==> src/rtl/vid_gear_pkg.sv <==
package vid_gear_pkg;
  localparam int WORD_W     = 7;
  localparam int NIB_W      = 4;
  localparam int FRAME_W    = WORD_W * NIB_W;
  localparam int DATA_LANES = 4;
  localparam int ALL_LANES  = DATA_LANES + 1;
  localparam int COLOR_W    = 8;
  localparam int PH_W       = $clog2(WORD_W);
  localparam int SLOT_W     = $clog2(NIB_W);
  localparam int IDX_W      = $clog2(FRAME_W);
  localparam logic [WORD_W-1:0] CLK_WORD = 7'b1100011;
  typedef logic [WORD_W-1:0] word_t;
endpackage

==> src/rtl/vid_gear_timer.sv <==
module vid_gear_timer
  import vid_gear_pkg::*;
(
  input  logic              clk_i,
  input  logic              rst_ni,
  output logic              pix_stb_o,
  output logic              sclk_en_o,
  output logic [SLOT_W-1:0] slot_o,
  output logic [PH_W-1:0]   nib_o,
  output logic              bank_o
);
  logic [PH_W-1:0]   ph_wr_q;
  logic [SLOT_W-1:0] slot_q;
  logic [SLOT_W-1:0] ph_rd_q;
  logic [PH_W-1:0]   nib_q;
  logic              bank_q;
  logic              wr_wrap, rd_wrap;

  assign wr_wrap = (ph_wr_q == PH_W'(WORD_W-1));
  assign rd_wrap = (ph_rd_q == SLOT_W'(NIB_W-1));

  always_ff @(posedge clk_i or negedge rst_ni) begin
    if (!rst_ni) begin
      ph_wr_q <= '0;
      slot_q  <= '0;
      ph_rd_q <= '0;
      nib_q   <= '0;
      bank_q  <= 1'b0;
    end else begin
      ph_wr_q <= wr_wrap ? '0 : ph_wr_q + 1'b1;
      if (wr_wrap) begin
        slot_q <= (slot_q == SLOT_W'(NIB_W-1)) ? '0 : slot_q + 1'b1;
        if (slot_q == SLOT_W'(NIB_W-1)) bank_q <= ~bank_q;
      end
      ph_rd_q <= rd_wrap ? '0 : ph_rd_q + 1'b1;
      if (rd_wrap) nib_q <= (nib_q == PH_W'(WORD_W-1)) ? '0 : nib_q + 1'b1;
    end
  end

  assign pix_stb_o = (ph_wr_q == '0);
  assign sclk_en_o = (ph_rd_q == '0);
  assign slot_o    = slot_q;
  assign nib_o     = nib_q;
  assign bank_o    = bank_q;
endmodule

==> src/rtl/vid_lane_map.sv <==
module vid_lane_map
  import vid_gear_pkg::*;
(
  input  logic [COLOR_W-1:0]           red_i,
  input  logic [COLOR_W-1:0]           grn_i,
  input  logic [COLOR_W-1:0]           blu_i,
  input  logic                         hsync_i,
  input  logic                         vsync_i,
  input  logic                         de_i,
  output logic [DATA_LANES*WORD_W-1:0] words_o
);
  // word bit WORD_W-1 is the first bit on the wire
  assign words_o[0*WORD_W +: WORD_W] = {grn_i[0], red_i[5:0]};
  assign words_o[1*WORD_W +: WORD_W] = {blu_i[1:0], grn_i[5:1]};
  assign words_o[2*WORD_W +: WORD_W] = {de_i, vsync_i, hsync_i, blu_i[5:2]};
  assign words_o[3*WORD_W +: WORD_W] = {1'b0, blu_i[7:6], grn_i[7:6], red_i[7:6]};
endmodule

==> src/rtl/vid_gear_lane.sv <==
module vid_gear_lane
  import vid_gear_pkg::*;
(
  input  logic              clk_i,
  input  logic              rst_ni,
  input  logic              pix_stb_i,
  input  logic              sclk_en_i,
  input  logic [SLOT_W-1:0] slot_i,
  input  logic [PH_W-1:0]   nib_i,
  input  logic              bank_i,
  input  word_t             word_i,
  output logic [NIB_W-1:0]  nib_o
);
  logic [FRAME_W-1:0] store_q [2];
  logic [FRAME_W-1:0] rd_buf;
  logic [IDX_W-1:0]   wr_top, rd_top;
  logic [NIB_W-1:0]   nib_q;

  always_comb begin
    wr_top = IDX_W'(FRAME_W-1) - IDX_W'(WORD_W) * IDX_W'(slot_i);
    rd_top = IDX_W'(FRAME_W-1) - IDX_W'(NIB_W) * IDX_W'(nib_i);
    rd_buf = store_q[~bank_i];
  end

  always_ff @(posedge clk_i or negedge rst_ni) begin
    if (!rst_ni) begin
      store_q[0] <= '0;
      store_q[1] <= '0;
      nib_q      <= '0;
    end else begin
      if (pix_stb_i) store_q[bank_i][wr_top -: WORD_W] <= word_i;
      // nibble bit 0 is the earliest serial bit (DA0)
      if (sclk_en_i)
        for (int i = 0; i < NIB_W; i++) nib_q[i] <= rd_buf[rd_top - IDX_W'(i)];
    end
  end

  assign nib_o = nib_q;
endmodule

==> src/rtl/vid_gear_tx.sv <==
module vid_gear_tx
  import vid_gear_pkg::*;
(
  input  logic                        clk_i,
  input  logic                        rst_ni,
  input  logic [COLOR_W-1:0]          red_i,
  input  logic [COLOR_W-1:0]          grn_i,
  input  logic [COLOR_W-1:0]          blu_i,
  input  logic                        hsync_i,
  input  logic                        vsync_i,
  input  logic                        de_i,
  output logic                        pix_stb_o,
  output logic                        sclk_en_o,
  output logic [DATA_LANES*NIB_W-1:0] data_nib_o,
  output logic [NIB_W-1:0]            clk_nib_o
);
  logic [SLOT_W-1:0]              slot;
  logic [PH_W-1:0]                nib_idx;
  logic                           bank;
  logic [DATA_LANES*WORD_W-1:0]   data_words;
  logic [ALL_LANES*NIB_W-1:0]     lane_nib;

  vid_gear_timer u_timer (
    .clk_i     (clk_i),
    .rst_ni    (rst_ni),
    .pix_stb_o (pix_stb_o),
    .sclk_en_o (sclk_en_o),
    .slot_o    (slot),
    .nib_o     (nib_idx),
    .bank_o    (bank)
  );

  vid_lane_map u_map (
    .red_i   (red_i),
    .grn_i   (grn_i),
    .blu_i   (blu_i),
    .hsync_i (hsync_i),
    .vsync_i (vsync_i),
    .de_i    (de_i),
    .words_o (data_words)
  );

  for (genvar l = 0; l < ALL_LANES; l++) begin : g_lane
    word_t lane_word;
    if (l < DATA_LANES) begin : g_data
      assign lane_word = data_words[l*WORD_W +: WORD_W];
    end else begin : g_clk
      assign lane_word = CLK_WORD;
    end
    vid_gear_lane u_lane (
      .clk_i     (clk_i),
      .rst_ni    (rst_ni),
      .pix_stb_i (pix_stb_o),
      .sclk_en_i (sclk_en_o),
      .slot_i    (slot),
      .nib_i     (nib_idx),
      .bank_i    (bank),
      .word_i    (lane_word),
      .nib_o     (lane_nib[l*NIB_W +: NIB_W])
    );
  end

  assign data_nib_o = lane_nib[DATA_LANES*NIB_W-1:0];
  assign clk_nib_o  = lane_nib[ALL_LANES*NIB_W-1 -: NIB_W];
endmodule

==> config.mk <==
export PLATFORM = sky130hd
export DESIGN_NAME = vid_gear_tx
export DESIGN_NICKNAME = d
export VERILOG_FILES = /design/src/rtl/vid_gear_pkg.sv /design/src/rtl/vid_gear_timer.sv /design/src/rtl/vid_lane_map.sv /design/src/rtl/vid_gear_lane.sv /design/src/rtl/vid_gear_tx.sv
export SDC_FILE = /design/constraint.sdc
export NUM_CORES = 1
export LEC_CHECK = 0
export ABC_AREA = 0
export BUFFER_PORTS_ARGS = -buffer_cell sky130_fd_sc_hd__buf_2
export CORE_MARGIN = 8
export CORE_UTILIZATION = 55
export CTS_CLUSTER_SIZE = 24
export DETAILED_ROUTE_END_ITERATION = 10
export PLACE_DENSITY = 0.7
export SLEW_MARGIN = 0
export SYNTH_ARGS = -nofsm -noshare
export SYNTH_HDL_FRONTEND = slang
export SYNTH_SLANG_ARGS = --single-unit
==> constraint.sdc <==
create_clock -name clk_i -period 3.22 [get_ports clk_i]
set_input_delay 0.644 -clock clk_i [delete_from_list [all_inputs] [get_ports clk_i]]
set_output_delay 0.644 -clock clk_i [all_outputs]
set_load 0.02 [all_outputs]
* Word-level counts from Yosys, hierarchy flattened
Cells that the tools add are included.
** Word-level totals
- Register bits after elaboration :: 311
- Logic and storage cells :: 121
- Bits of input ports :: 29
- Output and inout port bits :: 22
** Operators by class
- Add/sub/neg operators :: 10
- Bitwise gates (word level) :: 3
- Multipliers :: 1
- Mux-type cells :: 66
- Reduce and logical (&&, ||, !) cells :: 4
- Shifts and indexed selects :: 6
- Eq/ne operators :: 4
- Magnitude comparators :: 7
** Operators with widths (count)
- 2-to-1 mux 28 bit :: 16
- bitwise mux 56 bit :: 5
- indexed part select 7 x 7 -> 34 bit :: 4
- binary-select mux 1 bit (select 5 bit) :: 20
- variable shift 7 x 7 -> 34 bit (first input constant) :: 1
- indexed part select 7 x 7 -> 34 bit (first input constant) :: 1
- demux 28 bit (select 1 bit) :: 1
- less-than comparator 5 x 6 -> 1 bit (second input constant) :: 4
- 2-to-1 mux 1 bit :: 20
- subtractor 5 x 2 -> 5 bit (second input constant) :: 2
- subtractor 5 bit (first input constant) :: 2
- negator 5 -> 7 bit :: 1
- adder 3 x 1 -> 3 bit (second input constant) :: 2
- equality test 3 bit (second input constant) :: 2
- 2-to-1 mux 3 bit :: 2
- multiplier 3 x 2 -> 5 bit (first input constant) :: 1
- subtractor 5 x 1 -> 5 bit (second input constant) :: 1
- adder 2 x 1 -> 2 bit (second input constant) :: 2
- equality test 2 bit (second input constant) :: 2
- >= comparator 2 bit (second input constant) :: 2
- 2-to-1 mux 2 bit :: 2
- inverter 1 -> 2 bit :: 2
- logical NOT 3 bit :: 1
- logical NOT 2 bit :: 1
- other kinds (4) :: 4

* Logic depth before layout (Yosys ltp)
- Depth after elaboration :: 7
- Mapped depth :: 12
- Gate-level depth less buffers :: 8

* Hierarchy
From an unflattened synthesis, not the netlist that was laid out.
** Unflattened totals
- Cells, all modules :: 1925
- Area total of the unflattened synthesis :: 18755.5 um2
** Modules (own cells, without submodules)
- vid_gear_lane (g_lane[2].u_lane ...) :: sequential area each 1501.4 um2, cells an instance 378, instances 2, area each 3598.5 um2
- vid_gear_lane (g_lane[1].u_lane) :: sequential area each 1501.4 um2, cells an instance 380, instances 1, area each 3658.5 um2
- vid_gear_lane (g_lane[4].u_lane) :: sequential area each 1501.4 um2, cells an instance 369, instances 1, area each 3608.5 um2
- vid_gear_lane (g_lane[0].u_lane) :: sequential area each 1501.4 um2, cells an instance 351, instances 1, area each 3595.9 um2
- vid_gear_timer :: sequential area each 275.3 um2, cells an instance 38, instances 1, area each 474.2 um2
- vid_lane_map :: sequential area each 0.0 um2, cells an instance 29, instances 1, area each 214.0 um2
- vid_gear_tx :: sequential area each 0.0 um2, cells an instance 2, instances 1, area each 7.5 um2

* Least setup slack after synthesis
OpenSTA, ideal clock, no wires.
- Path type :: flip-flop to flip-flop
- Start point :: register u_timer.slot_q[0], in the netlist u_timer.slot_o[0]
- End point :: register g_lane[0].u_lane.store_q[39] in the netlist's numbering
- Stages on the path, launching flop included :: 12
- Arrival :: 2.800 ns
- Setup time :: 0.125 ns
- Buffers on the path :: 3
- Period minus slack after synthesis :: 2.925 ns
- Slack :: 0.295 ns
- Required time :: 3.095 ns
- Cell sequence :: dfrtp_1 > buf_2 > inv_1 > clkbuf_1 > ha_1 > ha_1 > o21ba_2 > a21o_1 > nand3_1 > clkbuf_1 > o22ai_1 > mux2_2
** On the way
- Cells in the longest elaborated chain, start to end :: 7
- Elaborated cells between the ends (all ways) :: 8
- Those cells by class :: add/sub (2); mul (1); shift (2); mux (3)
** RTL lines
- from (decl) :: RTL line vid_gear_timer.sv:13 : logic [SLOT_W-1:0] slot_q;
- from (signal assigned) :: RTL line vid_gear_timer.sv:32 : slot_q <= (slot_q == SLOT_W'(NIB_W-1)) ? '0 : slot_q + 1'b1;
- multiplier 3 x 2 -> 5 bit * :: RTL line vid_gear_lane.sv:20 : wr_top = IDX_W'(FRAME_W-1) - IDX_W'(WORD_W) * IDX_W'(slot_i);
- subtractor 5 bit * :: RTL line vid_gear_lane.sv:20
- negator 5 -> 7 bit * :: RTL line vid_gear_lane.sv:31 : if (pix_stb_i) store_q[bank_i][wr_top -: WORD_W] <= word_i;
- variable shift 7 x 7 -> 34 bit :: RTL line vid_gear_lane.sv:31
- 2-to-1 mux 28 bit (implied by the code) :: RTL line vid_gear_lane.sv:31
- demux 28 bit (select 1 bit) :: RTL line vid_gear_lane.sv:31
- bitwise mux 56 bit * :: RTL line vid_gear_lane.sv:31
- to (signal, indexed assignment) :: RTL line vid_gear_lane.sv:31
- to (decl) :: RTL line vid_gear_lane.sv:14 : logic [FRAME_W-1:0] store_q [2];
Mark *: on every way between the ends. The rest lies on a longest branch, timed or not.
A chain may end at the register's enable or synchronous reset.

* Final worst setup path
- Start point :: register u_timer.slot_q[1], in the netlist u_timer.slot_o[1]
- End point :: register g_lane[1].u_lane.store_q[2] in the netlist's numbering
** On the way
- Cells in the longest elaborated chain, start to end :: 7
- Elaborated cells between the ends (all ways) :: 8
- Those cells by class :: add/sub (2); mul (1); shift (2); mux (3)
** RTL lines (RTL line)
- multiplier 3 x 2 -> 5 bit * :: vid_gear_lane.sv:20
- subtractor 5 bit * :: vid_gear_lane.sv:20
- negator 5 -> 7 bit * :: vid_gear_lane.sv:31
- variable shift 7 x 7 -> 34 bit :: vid_gear_lane.sv:31
- 2-to-1 mux 28 bit (implied by the code) :: vid_gear_lane.sv:31
- demux 28 bit (select 1 bit) :: vid_gear_lane.sv:31
- bitwise mux 56 bit * :: vid_gear_lane.sv:31
- to (signal, indexed assignment) :: vid_gear_lane.sv:31
- to (decl) :: vid_gear_lane.sv:14
Marks and branches as above.

==> results.json <==
{
  "status": "complete, no violations",
  "synth_common_cells": "283 x dfrtp_1, 238 x nand2_1, 127 x o21ai_0, 86 x o31ai_1, 83 x mux2i_1",
  "p_per_area_mw_per_mm2": 449,
  "vias": 12100,
  "grt_pass1_vias": 11800,
  "avgRoutedWirePerCell_um": 24.8,
  "yosys-top-cells-area": "dfrtp_1 47%, mux4_2 9.2%, nand2_1 6.0%",
  "antenna_found_initial": 0,
  "dr.pass1.iters": 6,
  "startpoint_type": "flip-flop",
  "syn_inst": 1411,
  "worst-setup-path-type": "flip-flop to flip-flop",
  "core_area_mm2": 0.0269,
  "ios": 51,
  "slowest_delay_ps": 610,
  "ant_nets": 0,
  "rsz0062_at_grt": "no",
  "setup_ws_ps": 164,
  "relSlewSlack_pct": 34.9,
  "cts_tree": "yes",
  "clock-sinks": 283,
  "syn_nets": 1454,
  "worstMarginPinSlew_ps": 971,
  "worst-path-buf-inv": 2,
  "power_mw": 7.54,
  "crit_chain": "inv_1, ha_2, buf_4, mux2i_1, o21ai_0, mux2i_1, o31ai_1",
  "drtIter0Drc": 1367,
  "synth-main-ff-cell": "dfrtp_1",
  "drcViolationCount": 0,
  "worstSetupStartpoint": "u_timer.slot_o[1]",
  "path_clk_slew_ps": 60,
  "arrival_ps": 3500,
  "report.final.hold_viol_count": 0,
  "endpoint": "g_lane[1].u_lane.store_q[2]",
  "r2r_cells": 7,
  "fillers": 2212,
  "clock_skew_ps": 25.5,
  "yosysTopAreaCell": "dfrtp_1",
  "synth_area_mm2": 0.0150,
  "final_util_pct": 62.6,
  "syn_area_per_cell_um2": 10.6,
  "ys_warn_count": 0,
  "min_period_ps": 3060,
  "htree_levels": 1,
  "start_util_pct": 55.8,
  "setup.worst_path.end_class": "flip-flop",
  "syn_to_final_growth_pct": 12.1,
  "cts_root_buffer": "clkbuf_16",
  "placed_cell_area_mm2": 0.0159,
  "synth-edff-count": 0,
  "worstPathMaxFanout": 31,
  "ys_ff_latch": 283,
  "synth_top_area_share_pct": 47.2,
  "dpl.hpwl_mm": 31.1,
  "vdd_drop_max_mv": 0.352,
  "design_area_mm2": 0.0168,
  "die_h_um": 181,
  "power.static_leakage_nw": 7.36,
  "fmax_ghz": 0.327,
  "grt_pass1_wl_mm": 71.3,
  "worstReg2RegStart": "u_timer.slot_o[1]",
  "cp_num_cells": 7,
  "min_path_type": "primary input to asynchronous set/reset pin",
  "crit_slowest_cell": "o21ai_0",
  "fin_nets": 1495,
  "dieArea_mm2": 0.0328,
  "pre_cts_ws_ps": 149,
  "track_usage_pct": 27.5,
  "clkLatencyLatePin_ps": 570,
  "cts_hold_buf": 0,
  "finalSetupTns_ps": 0,
  "cts_made_buffers": 30,
  "clockBufferDepth": 3,
  "port_buffers": 50,
  "place_congestion": 0.965,
  "grt_max_degree": 74,
  "drive_above_1_share_pct": 20.2,
  "required_ps": 3670,
  "routed_via_density": 6.67,
  "num_rows": 60,
  "rrSetupSlack_ps": 160,
  "ys_seq_area_share_pct": 47.2,
  "r2r_end": "g_lane[1].u_lane.store_q[2]",
  "yosysMostFrequentCell": "dfrtp_1",
  "critPathTopFamily": "compound AO/OA/AOI/OAI gates",
  "setup_viol": 0,
  "drv_slew": 0,
  "die_x_um": 181,
  "crit_top_cell": "mux2i_1",
  "synth-async-reset-ratio_pct": 100,
  "drv_cap": 0,
  "overflow": 0,
  "ys_types": 61,
  "wl_mm": 45.2,
  "period_share_pct": 94.9
}
==> where the power goes <==
| part | switching, mW | internal (mW) |
|---|---|---|
| Clock | 1.43 | 1.88 |
| Sequential | 0.0695 | 3.69 |
| Combinational | 0.283 | 0.198 |
==> layer usage <==
layer / wire length (um) / vias up / track usage, %
met3: 4070 / 84 / 4.83
met5: 0 / - / 0
li1: - / 5325 / -
met4: 1290 / 0 / 7.71
met2: 19700 / 631 / 39.8
met1: 20100 / 6088 / 41.8
==> cell type report <==
| cell class | count | area (um2) | area share [%] |
|---|---|---|---|
| Inverter | 21 | 78.8 | 0.469 |
| Tap cell | 341 | 427 | 2.54 |
| Timing Repair Buffer | 124 | 903 | 5.37 |
| Clock buffer | 45 | 837 | 4.98 |
| Multi-Input combinational cell | 992 | 7380 | 43.9 |
| Sequential cell | 283 | 7090 | 42.2 |
| Antenna cell | 1 | 2.50 | 0.0149 |
| Clock inverter | 11 | 100 | 0.595 |
==> flip-flops by register name, indices dropped and copies added, names as in the netlist <==
signal and cells:
g_lane.u_lane.store_q 252, u_timer.ph_wr_q 3, u_timer.slot_o 2, g_lane.u_lane.nib_o 20
u_timer.bank_o 1, u_timer.nib_o 3, u_timer.ph_rd_q 2
==> cell usage in the layout, fill, tap and decap left out, drive strengths merged, types with 4 or more instances in the layout <==
master	netlist	routed
o21ai	134	134
a21oi	51	51
a32oi	4	4
a22o	50	50
ha	14	14
a21o	12	12
and2	5	5
o221ai	12	12
a22oi	8	8
o31ai	86	86
dfrtp	283	283
nor4	4	4
clkbuf	70	45
buf	45	124
and3	13	13
nor3	5	5
xnor2	5	5
or3b	4	4
mux2i	83	83
nor2	29	29
or2	5	5
a31oi	10	10
inv	21	21
o32a	8	8
o22ai	13	13
mux4	61	61
clkinv	0	8
nand3b	4	4
nand2b	9	9
nand3	32	32
a211oi	4	4
nor2b	15	15
a31o	4	4
mux2	40	40
nand2	238	238
==> worst register-to-register path, cell delays in order, from the launching register on <==
cell     delay (ps)
dfrtp_1         450
inv_1           150
ha_2            390
buf_4           360
mux2i_1         130
o21ai_0         610
mux2i_1         510
o31ai_1         340
==> what timing repair did <==
item | 4_1_cts | 5_1_grt
resized for setup | 0 | 1
setup endpoints to repair | 0 | 4
setup buffers | 0 | 0
==> kinds of logic after synthesis <==
kind of cell,Yosys count,share of synthesized area [%]
compound gates,414,18.4
xor+xnor,8,0.517
fa+ha+maj,14,1.17
buf+inv,136,3.91
flops,283,47.2
mux,184,17.7
simple gates,372,11.1
==> stage by stage <==
stage,hold slack (ps),instances
global route,90.4,1817
detailed placement,449,1761
finish,43.2,1818
global placement,445,1761
CTS,61.7,1817
floorplan,348,1411
==> how the worst min path moves through the flow <==
stage          cells past startpoint  slack, ps          startpoint                      endpoint
6_report                           1         40              rst_ni  g_lane[1].u_lane.store_q[26]
5_1_grt                            1         90              rst_ni  g_lane[1].u_lane.store_q[26]
4_1_cts                            1         60              rst_ni  g_lane[0].u_lane.store_q[26]
3_5_place_dp                       1        450  u_timer.ph_rd_q[0]            u_timer.ph_rd_q[0]
3_3_place_gp                       1        450  u_timer.ph_rd_q[0]            u_timer.ph_rd_q[0]
2_1_floorplan                      0        350              rst_ni     g_lane[0].u_lane.nib_o[0]
Note: power is estimated with default switching activity, not from simulation.
